$ cat src/rtl/seg_xlate_pkg.sv
package seg_xlate_pkg;

  localparam int ACC_W  = 2;
  localparam int PERM_W = 3;

  // Fault codes, listed from highest to lowest priority after FLT_NONE
  typedef enum logic [2:0] {
    FLT_NONE = 3'd0,
    FLT_LEN  = 3'd1,
    FLT_INV  = 3'd2,
    FLT_LIM  = 3'd3,
    FLT_PERM = 3'd4
  } fault_e;

endpackage

$ cat src/rtl/seg_table.sv
module seg_table #(
  parameter int SEG_COUNT = 8,
  parameter int IDX_W     = 3,
  parameter int BASE_W    = 24,
  parameter int OFF_W     = 16,
  parameter int PERM_W    = 3
) (
  input  logic              clk,
  input  logic              rst,
  input  logic              wr_en,
  input  logic [IDX_W-1:0]  wr_idx,
  input  logic [BASE_W-1:0] wr_base,
  input  logic [OFF_W-1:0]  wr_limit,
  input  logic              wr_valid,
  input  logic [PERM_W-1:0] wr_perm,
  input  logic [IDX_W-1:0]  rd_idx,
  output logic [BASE_W-1:0] rd_base,
  output logic [OFF_W-1:0]  rd_limit,
  output logic              rd_valid,
  output logic [PERM_W-1:0] rd_perm
);

  localparam int ENT_W = BASE_W + OFF_W + PERM_W;

  // Payload array has no reset so it can map onto distributed RAM.
  // Only the valid flags sit in flops that reset clears.
  logic [ENT_W-1:0]     data_mem [SEG_COUNT];
  logic [SEG_COUNT-1:0] valid_q;

  always_ff @(posedge clk) begin
    if (wr_en) data_mem[wr_idx] <= {wr_base, wr_limit, wr_perm};
  end

  always_ff @(posedge clk) begin
    if (rst)        valid_q         <= '0;
    else if (wr_en) valid_q[wr_idx] <= wr_valid;
  end

  assign {rd_base, rd_limit, rd_perm} = data_mem[rd_idx];
  assign rd_valid = valid_q[rd_idx];

endmodule

$ cat src/rtl/seg_check.sv
module seg_check
  import seg_xlate_pkg::*;
#(
  parameter int SEG_COUNT = 8,
  parameter int SEGNUM_W  = 4,
  parameter int OFF_W     = 16,
  parameter int BASE_W    = 24
) (
  input  logic [SEGNUM_W-1:0] seg,
  input  logic [SEGNUM_W-1:0] len,
  input  logic [OFF_W-1:0]    off,
  input  logic [ACC_W-1:0]    acc,
  input  logic [BASE_W-1:0]   ent_base,
  input  logic [OFF_W-1:0]    ent_limit,
  input  logic                ent_valid,
  input  logic [PERM_W-1:0]   ent_perm,
  output fault_e              fault,
  output logic [BASE_W-1:0]   paddr
);

  logic in_table;

  // Bound check against the table size, needed only when the segment
  // number can name an entry past the end of the table
  generate
    if (SEG_COUNT < (2 ** SEGNUM_W)) begin : g_bound
      localparam logic [SEGNUM_W-1:0] CNT = SEGNUM_W'(SEG_COUNT);
      assign in_table = (seg < CNT);
    end else begin : g_full
      assign in_table = 1'b1;
    end
  endgenerate

  logic [(2**ACC_W)-1:0] perm_vec;
  logic                  perm_ok;
  logic [BASE_W-1:0]     sum;

  // Access code 3 indexes a constant 0, so it never passes
  assign perm_vec = {{((2**ACC_W)-PERM_W){1'b0}}, ent_perm};
  assign perm_ok  = perm_vec[acc];
  assign sum      = ent_base + BASE_W'(off);

  always_comb begin
    if (!in_table || !(seg < len)) fault = FLT_LEN;
    else if (!ent_valid)           fault = FLT_INV;
    else if (!(off < ent_limit))   fault = FLT_LIM;
    else if (!perm_ok)             fault = FLT_PERM;
    else                           fault = FLT_NONE;
  end

  assign paddr = (fault == FLT_NONE) ? sum : '0;

endmodule

$ cat src/rtl/seg_xlate_unit.sv
module seg_xlate_unit
  import seg_xlate_pkg::*;
#(
  parameter int SEG_COUNT  = 8,
  parameter int SEGNUM_W   = 4,
  parameter int OFF_W      = 16,
  parameter int BASE_W     = 24,
  localparam int IDX_W     = $clog2(SEG_COUNT)
) (
  input  logic                clk,
  input  logic                rst,
  input  logic                tbl_we,
  input  logic [IDX_W-1:0]    tbl_idx,
  input  logic [BASE_W-1:0]   tbl_base,
  input  logic [OFF_W-1:0]    tbl_limit,
  input  logic                tbl_valid,
  input  logic [2:0]          tbl_perm,
  input  logic                len_we,
  input  logic [SEGNUM_W-1:0] len_val,
  input  logic                req_valid,
  output logic                req_ready,
  input  logic [SEGNUM_W-1:0] req_seg,
  input  logic [OFF_W-1:0]    req_off,
  input  logic [1:0]          req_acc,
  output logic                rsp_valid,
  input  logic                rsp_ready,
  output logic [BASE_W-1:0]   rsp_paddr,
  output logic [2:0]          rsp_fault
);

  logic [SEGNUM_W-1:0] len_q;
  logic [BASE_W-1:0]   ent_base;
  logic [OFF_W-1:0]    ent_limit;
  logic                ent_valid;
  logic [PERM_W-1:0]   ent_perm;
  fault_e              fault_c;
  logic [BASE_W-1:0]   paddr_c;
  logic                accept;

  always_ff @(posedge clk) begin
    if (rst)         len_q <= '0;
    else if (len_we) len_q <= len_val;
  end

  seg_table #(
    .SEG_COUNT(SEG_COUNT), .IDX_W(IDX_W), .BASE_W(BASE_W),
    .OFF_W(OFF_W), .PERM_W(PERM_W)
  ) u_table (
    .clk(clk), .rst(rst),
    .wr_en(tbl_we), .wr_idx(tbl_idx), .wr_base(tbl_base),
    .wr_limit(tbl_limit), .wr_valid(tbl_valid), .wr_perm(tbl_perm),
    .rd_idx(req_seg[IDX_W-1:0]),
    .rd_base(ent_base), .rd_limit(ent_limit),
    .rd_valid(ent_valid), .rd_perm(ent_perm)
  );

  seg_check #(
    .SEG_COUNT(SEG_COUNT), .SEGNUM_W(SEGNUM_W),
    .OFF_W(OFF_W), .BASE_W(BASE_W)
  ) u_check (
    .seg(req_seg), .len(len_q), .off(req_off), .acc(req_acc),
    .ent_base(ent_base), .ent_limit(ent_limit),
    .ent_valid(ent_valid), .ent_perm(ent_perm),
    .fault(fault_c), .paddr(paddr_c)
  );

  assign req_ready = !rsp_valid || rsp_ready;
  assign accept    = req_valid && req_ready;

  always_ff @(posedge clk) begin
    if (rst) begin
      rsp_valid <= 1'b0;
      rsp_paddr <= '0;
      rsp_fault <= FLT_NONE;
    end else if (accept) begin
      rsp_valid <= 1'b1;
      rsp_paddr <= paddr_c;
      rsp_fault <= fault_c;
    end else if (rsp_ready) begin
      rsp_valid <= 1'b0;
    end
  end

endmodule

$ cat config.mk
export PLATFORM = sky130hd
export DESIGN_NAME = seg_xlate_unit
export DESIGN_NICKNAME = d
export VERILOG_FILES = /design/src/rtl/seg_xlate_pkg.sv /design/src/rtl/seg_table.sv /design/src/rtl/seg_check.sv /design/src/rtl/seg_xlate_unit.sv
export SDC_FILE = /design/constraint.sdc
export NUM_CORES = 1
export LEC_CHECK = 0
export BUFFER_PORTS_ARGS = -buffer_cell sky130_fd_sc_hd__buf_2
export CORE_MARGIN = 1.5
export CORE_UTILIZATION = 25
export CTS_CLUSTER_SIZE = 12
export DETAILED_ROUTE_END_ITERATION = 8
export PLACE_DENSITY = 0.42
export SYNTH_ARGS = -nofsm -noshare
export SYNTH_HDL_FRONTEND = slang
export SYNTH_SLANG_ARGS = --single-unit
$ cat constraint.sdc
create_clock -name clk -period 4.1 [get_ports clk]
set_clock_uncertainty 0.2 [all_clocks]
set_input_delay 0.205 -clock clk [delete_from_list [all_inputs] [get_ports clk]]
set_output_delay 0.205 -clock clk [all_outputs]
set_load 0.02 [all_outputs]
==> results.py, run 1 <==
metrics = {
    "global_route": {
        "grt_max_degree": 45,
        "antenna_found_initial": 3,
        "grt_pass1_wl_mm": 64.4,
        "overflow": 0,
        "grtUsageTotal": 0.133,
        "grt_pass1_vias": 9375,
    },
    "die": {
        "rows": 92,
        "die_w_um": 256,
        "initial_utilization": 0.253,
        "die_area_um2": 65300,
        "core_um2": 63100,
        "fp.dieH_um": 256,
        "io_pins": 108,
    },
    "logic_synthesis": {
        "ys.flop_type": "edfxtp_1",
        "synth_edf_count": 344,
        "synth_nets": 968,
        "syn_inst": 854,
        "ys_seq_area_frac": 0.698,
        "synth_seq_cells": 384,
        "syn_avg_cell_area_um2": 18.7,
        "ys_types": 69,
        "ys_warn_count": 0,
        "synth_area_um2": 16000,
        "synthArstFlopShare": 0,
    },
    "critical_path": {
        "r2r_start": "u_table.data_mem[3][25]$_DFFE_PP_",
        "crit_chain": "mux4_2 -> mux2_2 -> ha_1 -> o21a_1 -> nor2_1 -> or3b_1 -> o211ai_2 -> a41oi_2 -> or3_1 -> a32o_1",
        "cp-startpoint": "u_table.data_mem[3][25]$_DFFE_PP_",
        "end_kind": "register",
        "critPathLaunchType": "register",
        "rr_worst_depth": 10,
        "cp.arrival_ps": 3930,
        "max_stage_delay_ps": 470,
        "r2r_end": "rsp_paddr[17]$_SDFFE_PP0P_",
        "slowest_stage": "mux4_2",
        "crit_required_ps": 4350,
        "cp-endpoint": "rsp_paddr[17]$_SDFFE_PP0P_",
        "crit_fanout": 8,
        "crit_type": "reg2reg",
        "r2r_setup_slack_ps": 420,
    },
    "cts": {
        "path_clk_slew_ps": 60,
        "cts_resized": 0,
        "htree_levels": 2,
        "holdBufCountCts": 61,
        "numClockSinks": 384,
        "clock_latency_ps": 570,
        "cts-buffers-inserted": 45,
        "post-cts-setup-buffers": 0,
        "clockBufferDepth": 3,
        "cts_tree": "done",
        "cts_root_buf": "clkbuf_16",
    },
    "worst_hold_path": {
        "hold_depth": 5,
        "holdCritPathClass": "in2reg",
    },
    "route": {
        "drt_iter0_drc": 584,
        "vias_per_cell": 4.49,
        "vias": 8764,
        "drt-total-wl_mm": 43.2,
        "drc": 0,
        "wl_per_cell_um": 22.1,
        "antenna_left": 0,
        "first_pass_iters": 5,
    },
    "sta": {
        "fin_crit_sh": 0.898,
        "worst_slack_ps": 420,
        "tightest_slew_ps": 955,
        "rsz0062_at_grt": "no",
        "fin_crit_ps": 3680,
        "setup_viol": 0,
        "hold_violations": 0,
        "slew_violations": 0,
        "slew_headroom": 0.362,
        "fmax_ghz": 0.272,
    },
    "pwr": {
        "p_per_area_nw_per_um2": 464,
        "ir_drop_v": 0.000238,
        "p_leak_nw": 6.78,
    },
    "cells_and_area": {
        "layout-drive-gt1-share": 0.291,
        "synthToLayoutAreaGrowth_pct": 24.6,
        "fin_nets": 1187,
        "nFillCells": 6265,
        "final_util": 0.315,
    },
    "run_status": {
        "outcome": "finished clean",
    },
    "place": {
        "io_buffer_count": 107,
        "pre_cts_slack_ps": 5.70,
        "place_hpwl_mm": 26.9,
        "gp_congestion": 0.790,
    },
    "flow_run": {
        "max_cap_violations": 0,
    },
}
## cell families (layout without fill, tap and decap cells)
kind of cell	Yosys count	count (layout)	share of synthesized area
other cells	0	1	0
compound gates	106	106	0.0466
mux	138	138	0.161
xor+xnor	9	9	0.00494
simple gates	132	132	0.0431
fa+ha+maj	35	35	0.0279
flops	384	384	0.698
buf+inv	50	303	0.0186
## per-layer routing
| layer | vias to the layer above | GRT usage | part of all wire |
|---|---|---|---|
| met1 | 4545 | 0.185 | 0.47 |
| met5 | - | 0 | 0.00060 |
| met3 | 73 | 0.0233 | 0.039 |
| li1 | 3961 | - | - |
| met2 | 181 | 0.211 | 0.47 |
| met4 | 4 | 0.0444 | 0.025 |
## layout by cell type, fill, tap and decap left out, types with 4 or more instances in the layout
master,count
buf_2,105
clkinv_1,6
mux4_2,70
nor2_4,6
buf_4,32
buf_12,9
xnor2_1,5
clkbuf_1,13
inv_1,14
ha_1,34
mux2i_1,32
clkbuf_16,47
o21ai_0,21
nand2b_1,6
nand3b_1,4
dlygate4sd3_1,61
dfxtp_1,40
edfxtp_1,344
nand4_1,4
xor2_1,4
clkinv_2,5
nand2_1,37
nor3_4,4
nand3_1,13
o31ai_1,4
a21o_1,6
nor3_1,9
nor2_1,21
nor3b_1,4
o21a_1,4
mux2_2,18
a32o_1,5
a21oi_1,29
mux4_1,17
bufinv_16,4
or3_1,6
## area by class of cell
type                       count  area, um2  area share
antenna                        1       2.50    0.000126
clock buffer                  63       1270      0.0637
clock inverter                18        200      0.0101
inverter                      14       52.6     0.00264
multi-input combinational    420       4600       0.231
sequential                   384      11100       0.560
tap                          846       1060      0.0533
timing repair buffer         208       1570      0.0789
## worst max-delay path, delay by kind of cell, from the launching register on
| kind | cells | cell delay [ps] |
|---|---|---|
| AOI/OAI and AO/OA | 4 | 900 |
| DFF | 1 | 380 |
| muxes | 2 | 770 |
| adders and majority gates | 1 | 350 |
| and+or+nand+nor | 3 | 950 |
## Yosys cell counts, types with 5 or more instances
| master | number | area [um2] |
|---|---|---|
| ha_1 | 34 | 425 |
| mux2i_1 | 32 | 320 |
| a21o_1 | 6 | 45.0 |
| buf_2 | 8 | 40.0 |
| inv_1 | 14 | 52.6 |
| dfxtp_1 | 40 | 801 |
| a32o_1 | 5 | 50.1 |
| nor2_1 | 27 | 101 |
| mux2_2 | 18 | 203 |
| nor3_1 | 11 | 55.1 |
| mux4_1 | 17 | 447 |
| o21ai_0 | 21 | 105 |
| nand2b_1 | 6 | 37.5 |
| nand2_1 | 37 | 139 |
| nand3_1 | 13 | 65.1 |
| mux4_2 | 70 | 1580 |
| edfxtp_1 | 344 | 10300 |
| a21oi_1 | 29 | 145 |
| or3_1 | 6 | 37.5 |
| clkbuf_1 | 15 | 56.3 |
| xnor2_1 | 5 | 43.8 |
## how the worst min path moves through the flow
| stage | startpoint | to |
|---|---|---|
| 6_report | req_seg[3] | rsp_fault[2]$_SDFFE_PP0P_ |
| 5_1_grt | req_seg[3] | rsp_fault[2]$_SDFFE_PP0P_ |
| 4_1_cts | req_seg[3] | rsp_fault[2]$_SDFFE_PP0P_ |
| 3_5_place_dp | rsp_paddr[20]$_SDFFE_PP0P_ | rsp_paddr[20]$_SDFFE_PP0P_ |
| 3_3_place_gp | len_val[1] | len_q[1]$_SDFFE_PP0P_ |
| 2_1_floorplan | tbl_perm[0] | u_table.data_mem[0][0]$_DFFE_PP_ |
## where the power goes
group	switching [W]	total [W]	internal, W
Combinational	0.000480	0.000848	0.000368
Clock	0.00156	0.00396	0.00240
Sequential	0.0000258	0.00441	0.00439
## sequential cells by signal, indices dropped and copies added (netlist names)
register	cells
rsp_valid	1
len_q	4
rsp_paddr	24
rsp_fault	3
u_table.data_mem	344
u_table.valid_q	8
## per-stage QoR
stage          power (W)  TNS (ps)  cells  hold slack [ps]  area, um2
5_1_grt          0.00957         0   1954             66.4      19900
4_1_cts          0.00937         0   1953             24.0      19900
2_1_floorplan    0.00498     -7.70    854              104      16000
3_5_place_dp     0.00531         0   1811              243      17800
6_report         0.00922         0   1954             38.9      19900
3_3_place_gp     0.00530         0   1811              240      17800
Power figures use the tool's default switching activity.
==> run 2: changes to the inputs <==
- CORE_UTILIZATION: 25 -> 57
- CTS_BUF_LIST: default -> sky130_fd_sc_hd__clkbuf_4
- PLACE_DENSITY: 0.42 -> 0.8
==> results.py, run 2 (synthesis gave the netlist of run 1 again) <==
metrics = {
    "die": {
        "initial_utilization": 0.577,
        "rows": 61,
        "io_pins": 108,
        "fp.dieH_um": 170,
        "core_um2": 27600,
        "die_w_um": 170,
        "die_area_um2": 29000,
    },
    "sta": {
        "fin_crit_ps": 3850,
        "fmax_ghz": 0.260,
        "hold_violations": 0,
        "slew_headroom": 0.405,
        "worst_slack_ps": 252,
        "slew_violations": 0,
        "fin_crit_sh": 0.938,
        "setup-tns-final_ps": 0,
        "tightest_slew_ps": 890,
        "holdWs_ps": 68.6,
        "rsz0062_at_grt": "no",
        "setup_viol": 0,
    },
    "cells_and_area": {
        "fin_nets": 1243,
        "largest_reg_flops": 344,
        "final_cell_mix": "edfxtp_1 (344), clkbuf_4 (139), buf_2 (105)",
        "layout-drive-gt1-share": 0.330,
        "layout.cells.most_common": "edfxtp_1",
        "final-seq-area_um2": 11100,
        "nFillCells": 1831,
        "multiInputGateArea_um2": 4600,
        "synthToLayoutAreaGrowth_pct": 19.5,
        "top_register": "u_table.data_mem",
        "reg.largest.list": "u_table.data_mem x344, rsp_paddr x24, u_table.valid_q x8",
    },
    "cts": {
        "path_clk_slew_ps": 70,
        "clock_latency_ps": 700,
        "cts_resized": 0,
        "cts_tree": "done",
        "clockBufferDepth": 3,
        "numClockSinks": 384,
        "cts_root_buf": "clkbuf_4",
        "cts-buffers-inserted": 92,
        "htree_levels": 3,
    },
    "place": {
        "gp_congestion": 0.891,
        "io_buffer_count": 107,
        "pre_cts_slack_ps": 110,
        "place_hpwl_mm": 21.0,
    },
    "route": {
        "drt_iter0_drc": 1082,
        "vias": 9301,
        "vias_per_cell": 5.89,
        "wl_per_cell_um": 22.0,
        "antenna_left": 0,
        "first_pass_iters": 6,
        "drt-total-wl_mm": 34.7,
        "drc": 0,
    },
    "critical_path": {
        "crit_required_ps": 4480,
        "cp.arrival_ps": 4220,
        "crit_type": "reg2reg",
        "end_kind": "register",
        "crit_fanout": 10,
        "critPathLaunchType": "register",
    },
    "worst_hold_path": {
        "holdCritPathClass": "in2reg",
    },
    "run_status": {
        "outcome": "finished clean",
    },
    "pwr": {
        "ir_drop_v": 0.000282,
        "p_leak_nw": 6.79,
        "p_per_area_nw_per_um2": 436,
    },
    "flow_run": {
        "max_cap_violations": 0,
    },
    "global_route": {
        "grt_pass1_vias": 9363,
        "grt_pass1_wl_mm": 52.4,
        "grtUsageTotal": 0.247,
        "overflow": 0,
        "grt_max_degree": 45,
        "antenna_found_initial": 1,
    },
}
[run 2: cell count changes in the layout (fill, tap and decap cells not counted), moves of 4 or more]
| cell | previous run | this run |
|---|---|---|
| buf_12 | 9 | 4 |
| clkbuf_1 | 13 | 0 |
| clkbuf_16 | 47 | 0 |
| clkbuf_4 | 0 | 139 |
| clkinv_1 | 6 | 20 |
| clkinv_2 | 5 | 1 |
| dlygate4sd3_1 | 61 | 79 |
[run 2: final timing paths]
path                                           from                    endpoint  slack (ps)  cells after the start
setup reg to reg  u_table.data_mem[3][17]$_DFFE_PP_  rsp_paddr[10]$_SDFFE_PP0P_         250                     12
setup / recovery  u_table.data_mem[3][17]$_DFFE_PP_  rsp_paddr[10]$_SDFFE_PP0P_         250                     12
hold / removal                          req_off[11]  rsp_paddr[12]$_SDFFE_PP0P_          70                      5
hold reg to reg           rsp_paddr[8]$_SDFFE_PP0P_   rsp_paddr[8]$_SDFFE_PP0P_         250                      2
[run 2: metrics by stage]
step | power (W) | cell area (um2) | util | std cells
2_1_floorplan | 0.00498 | 16000 | - | 854
3_3_place_gp | 0.00522 | 17100 | 0.618 | 1334
3_5_place_dp | 0.00524 | 17100 | 0.618 | 1334
4_1_cts | 0.00837 | 19100 | 0.690 | 1578
5_1_grt | 0.00865 | 19100 | 0.690 | 1579
6_report | 0.00831 | 19100 | 0.690 | 1579
[run 2: layout make-up]
type	count	area share
sequential	384	0.584
multi-input combinational	420	0.241
timing repair buffer	217	0.0847
clock buffer	139	0.0547
tap	378	0.0248
clock inverter	26	0.00794
inverter	14	0.00276
antenna	1	0.000131
[run 2: what timing repair did]
action	4_1_cts	5_1_grt
hold buffers	79	0
setup buffers	0	0
endpoints found under the hold margin	401	0
[run 2: worst max-delay path, cell delays in order, from the launching register on]
cell,delay (ps)
edfxtp_1,350
mux4_2,480
mux2i_1,230
ha_1,200
nand4_1,150
nor4_1,440
o2111ai_1,240
o2111ai_2,340
nor3_4,90
buf_4,200
o211ai_1,100
o311ai_1,130
dlygate4sd3_1,570
[run 2: layer usage]
metal  GRT usage  vias up  routed length, um
li1            -     4145                  -
met1       0.345     4640              14400
met2       0.390      452              16700
met3      0.0465       64               2600
met4       0.102        0                936
met5           0        -                  0
[run 2: power breakdown]
| group | switching [W] | total (W) | internal, W | leakage [nW] |
|---|---|---|---|---|
| sequential | 0.0000288 | 0.00441 | 0.00438 | 3.45 |
| combinational | 0.000446 | 0.000810 | 0.000363 | 2.63 |
| clock | 0.00142 | 0.00309 | 0.00167 | 0.716 |
==> run 3: changes to the inputs <==
- ABC_AREA: default -> 1
==> results.py, run 3 <==
metrics = {
    "route": {
        "drt-total-wl_mm": 41.1,
        "wl_per_cell_um": 19.7,
        "vias": 12100,
        "first_pass_iters": 5,
        "vias_per_cell": 5.79,
        "drc": 0,
        "antenna_left": 0,
        "drt_iter0_drc": 1385,
    },
    "logic_synthesis": {
        "synth_top_area_share": 0.634,
        "yosysTopAreaCell": "edfxtp_1",
        "ys_warn_count": 0,
        "synth_area_um2": 16300,
        "ys_seq_area_frac": 0.683,
        "synth_seq_cells": 384,
        "ys.flop_type": "edfxtp_1",
        "synthArstFlopShare": 0,
        "yosysMostFrequentCell": "edfxtp_1",
        "syn_avg_cell_area_um2": 11.7,
        "ys_types": 43,
        "synth_nets": 1512,
        "synth_area_leaders": "edfxtp_1 (63%), o21ai_0 (6.3%), nor2_1 (6.0%)",
        "synth_edf_count": 344,
        "synthTopCellsByCount": "edfxtp_1 (344), nor2_1 (262), o21ai_0 (206), nand2_1 (117), inv_1 (48)",
        "syn_inst": 1398,
    },
    "cells_and_area": {
        "synthToLayoutAreaGrowth_pct": 19.1,
        "design_area_um2": 19400,
        "layout.cells.most_common": "edfxtp_1",
        "final_cell_mix": "edfxtp_1 (344), nor2_1 (254), o21ai_0 (206)",
        "largest_reg_flops": 344,
        "final_util": 0.695,
        "layout-drive-gt1-share": 0.195,
        "top_register": "u_table.data_mem",
        "nFillCells": 1947,
        "reg.largest.list": "u_table.data_mem x344, rsp_paddr x24, u_table.valid_q x8",
        "fin_nets": 1758,
        "stdcell_count": 2093,
    },
    "die": {
        "initial_utilization": 0.583,
        "io_pins": 108,
        "rows": 61,
        "die_area_um2": 29600,
        "core_um2": 27900,
        "die_w_um": 172,
        "fp.dieH_um": 172,
    },
    "pwr": {
        "ir_drop_v": 0.000226,
        "p_leak_nw": 7.09,
        "p_per_area_nw_per_um2": 437,
    },
    "flow_run": {
        "max_cap_violations": 0,
    },
    "run_status": {
        "outcome": "finished clean",
    },
    "cts": {
        "clockBufferDepth": 3,
        "path_clk_slew_ps": 70,
        "post-cts-setup-buffers": 0,
        "numClockSinks": 384,
        "cts-buffers-inserted": 95,
        "cts_tree": "done",
        "cts_root_buf": "clkbuf_4",
        "htree_levels": 3,
        "clock_latency_ps": 750,
    },
    "global_route": {
        "grt_pass1_vias": 11900,
        "grt_pass1_wl_mm": 62.3,
        "grt_max_degree": 123,
        "overflow": 0,
        "antenna_found_initial": 3,
        "grtUsageTotal": 0.281,
    },
    "sta": {
        "slew_headroom": 0.399,
        "slew_violations": 0,
        "fin_crit_ps": 3970,
        "hold_violations": 0,
        "fmax_ghz": 0.252,
        "tightest_slew_ps": 900,
        "fin_crit_sh": 0.969,
        "setup_viol": 0,
    },
    "critical_path": {
        "cp.arrival_ps": 4420,
        "crit_fanout": 19,
        "critPathLaunchType": "register",
        "end_kind": "register",
        "crit_type": "reg2reg",
        "crit_required_ps": 4550,
    },
    "worst_hold_path": {
        "holdCritPathClass": "in2reg",
    },
    "place": {
        "io_buffer_count": 107,
        "place_hpwl_mm": 23.2,
        "gp_congestion": 0.915,
        "place_area_um2": 17300,
        "placed_cells": 1831,
    },
}
-- run 3: cell count changes after synthesis, sizes merged, moves of 21 or more --
| cell | previous run | this run |
|---|---|---|
| o22ai | 0 | 42 |
| mux2i | 33 | 0 |
| mux4 | 87 | 0 |
| o221ai | 0 | 21 |
| nand2 | 37 | 121 |
| inv | 14 | 56 |
| nand3 | 14 | 45 |
| o21ai | 23 | 238 |
| clkbuf | 17 | 41 |
| a21oi | 29 | 57 |
| nor2 | 27 | 264 |
-- run 3: cells by family (layout without fill, tap and decap cells) --
family                   count (synthesis)  count (layout)  synth area share
XOR/XNOR                                 5               5           0.00269
flip-flops                             384             384             0.683
buffers and inverters                  135             449            0.0370
AO/OA/AOI/OAI                          388             388             0.134
adder cells (fa/ha/maj)                 35              35            0.0273
other                                    0               3                 0
AND/OR/NAND/NOR                        451             451             0.115
-- run 3: stage by stage --
step | setup slack (ps) | hold WS (ps) | TNS (ps) | power, W
after floorplan | 528 | 104 | 0 | 0.00504
after global placement | 561 | 247 | 0 | 0.00531
after detailed placement | 425 | 237 | 0 | 0.00534
after CTS | 171 | 8.81 | 0 | 0.00848
after global routing | -78.9 | 50.2 | -78.9 | 0.00880
final | 128 | 37.7 | 0 | 0.00848
-- run 3: timing repair --
item,in CTS,in global routing
hold buffers,94,0
endpoints found under the hold margin,423,0
resized for setup,0,1
setup endpoints to repair,0,1
-- run 3: layout make-up --
cell class                 instances  area, um2  share of cell area
sequential                       384      11100               0.573
multi-input combinational        879       4630               0.239
timing repair buffer             227       1760              0.0907
clock buffer                     135       1010              0.0522
tap                              378        473              0.0244
inverter                          57        216              0.0111
clock inverter                    30        178             0.00915
antenna                            3       7.51            0.000387
-- run 3: path summary, 6_finish.rpt --
kind / from / to / slack (ps) / cells past startpoint
worst max-delay path: u_table.data_mem[2][16]$_DFFE_PP_ / rsp_paddr[0]$_SDFFE_PP0P_ / 130 / 13
worst min-delay path: req_off[1] / rsp_paddr[3]$_SDFFE_PP0P_ / 40 / 7
worst max register to register: u_table.data_mem[2][16]$_DFFE_PP_ / rsp_paddr[0]$_SDFFE_PP0P_ / 130 / 13
worst min register to register: rsp_paddr[22]$_SDFFE_PP0P_ / rsp_paddr[22]$_SDFFE_PP0P_ / 270 / 2
-- run 3: critical path, stage by stage (launching register included) --
cell	delay, ps
edfxtp_1	370
o21ai_0	210
o22ai_1	120
o21ai_0	200
ha_1	290
a21oi_1	170
nor2_1	90
a2111oi_4	390
nand3_4	150
nor2_8	290
nand3_1	100
dlygate4sd3_1	570
a21oi_1	140
dlygate4sd3_1	570
-- run 3: routing by layer --
layer  GRT usage  vias up  wire length [um]
li1            -     5622                 -
met2       0.454      717             19400
met5           0        -                 0
met3      0.0552      101              3800
met1       0.367     5685             16600
met4       0.134        0              1330
-- run 3: power breakdown --
group	switching (W)	internal (W)
sequential	0.0000369	0.00440
clock	0.00149	0.00164
combinational	0.000597	0.000322
total	0.00212	0.00636
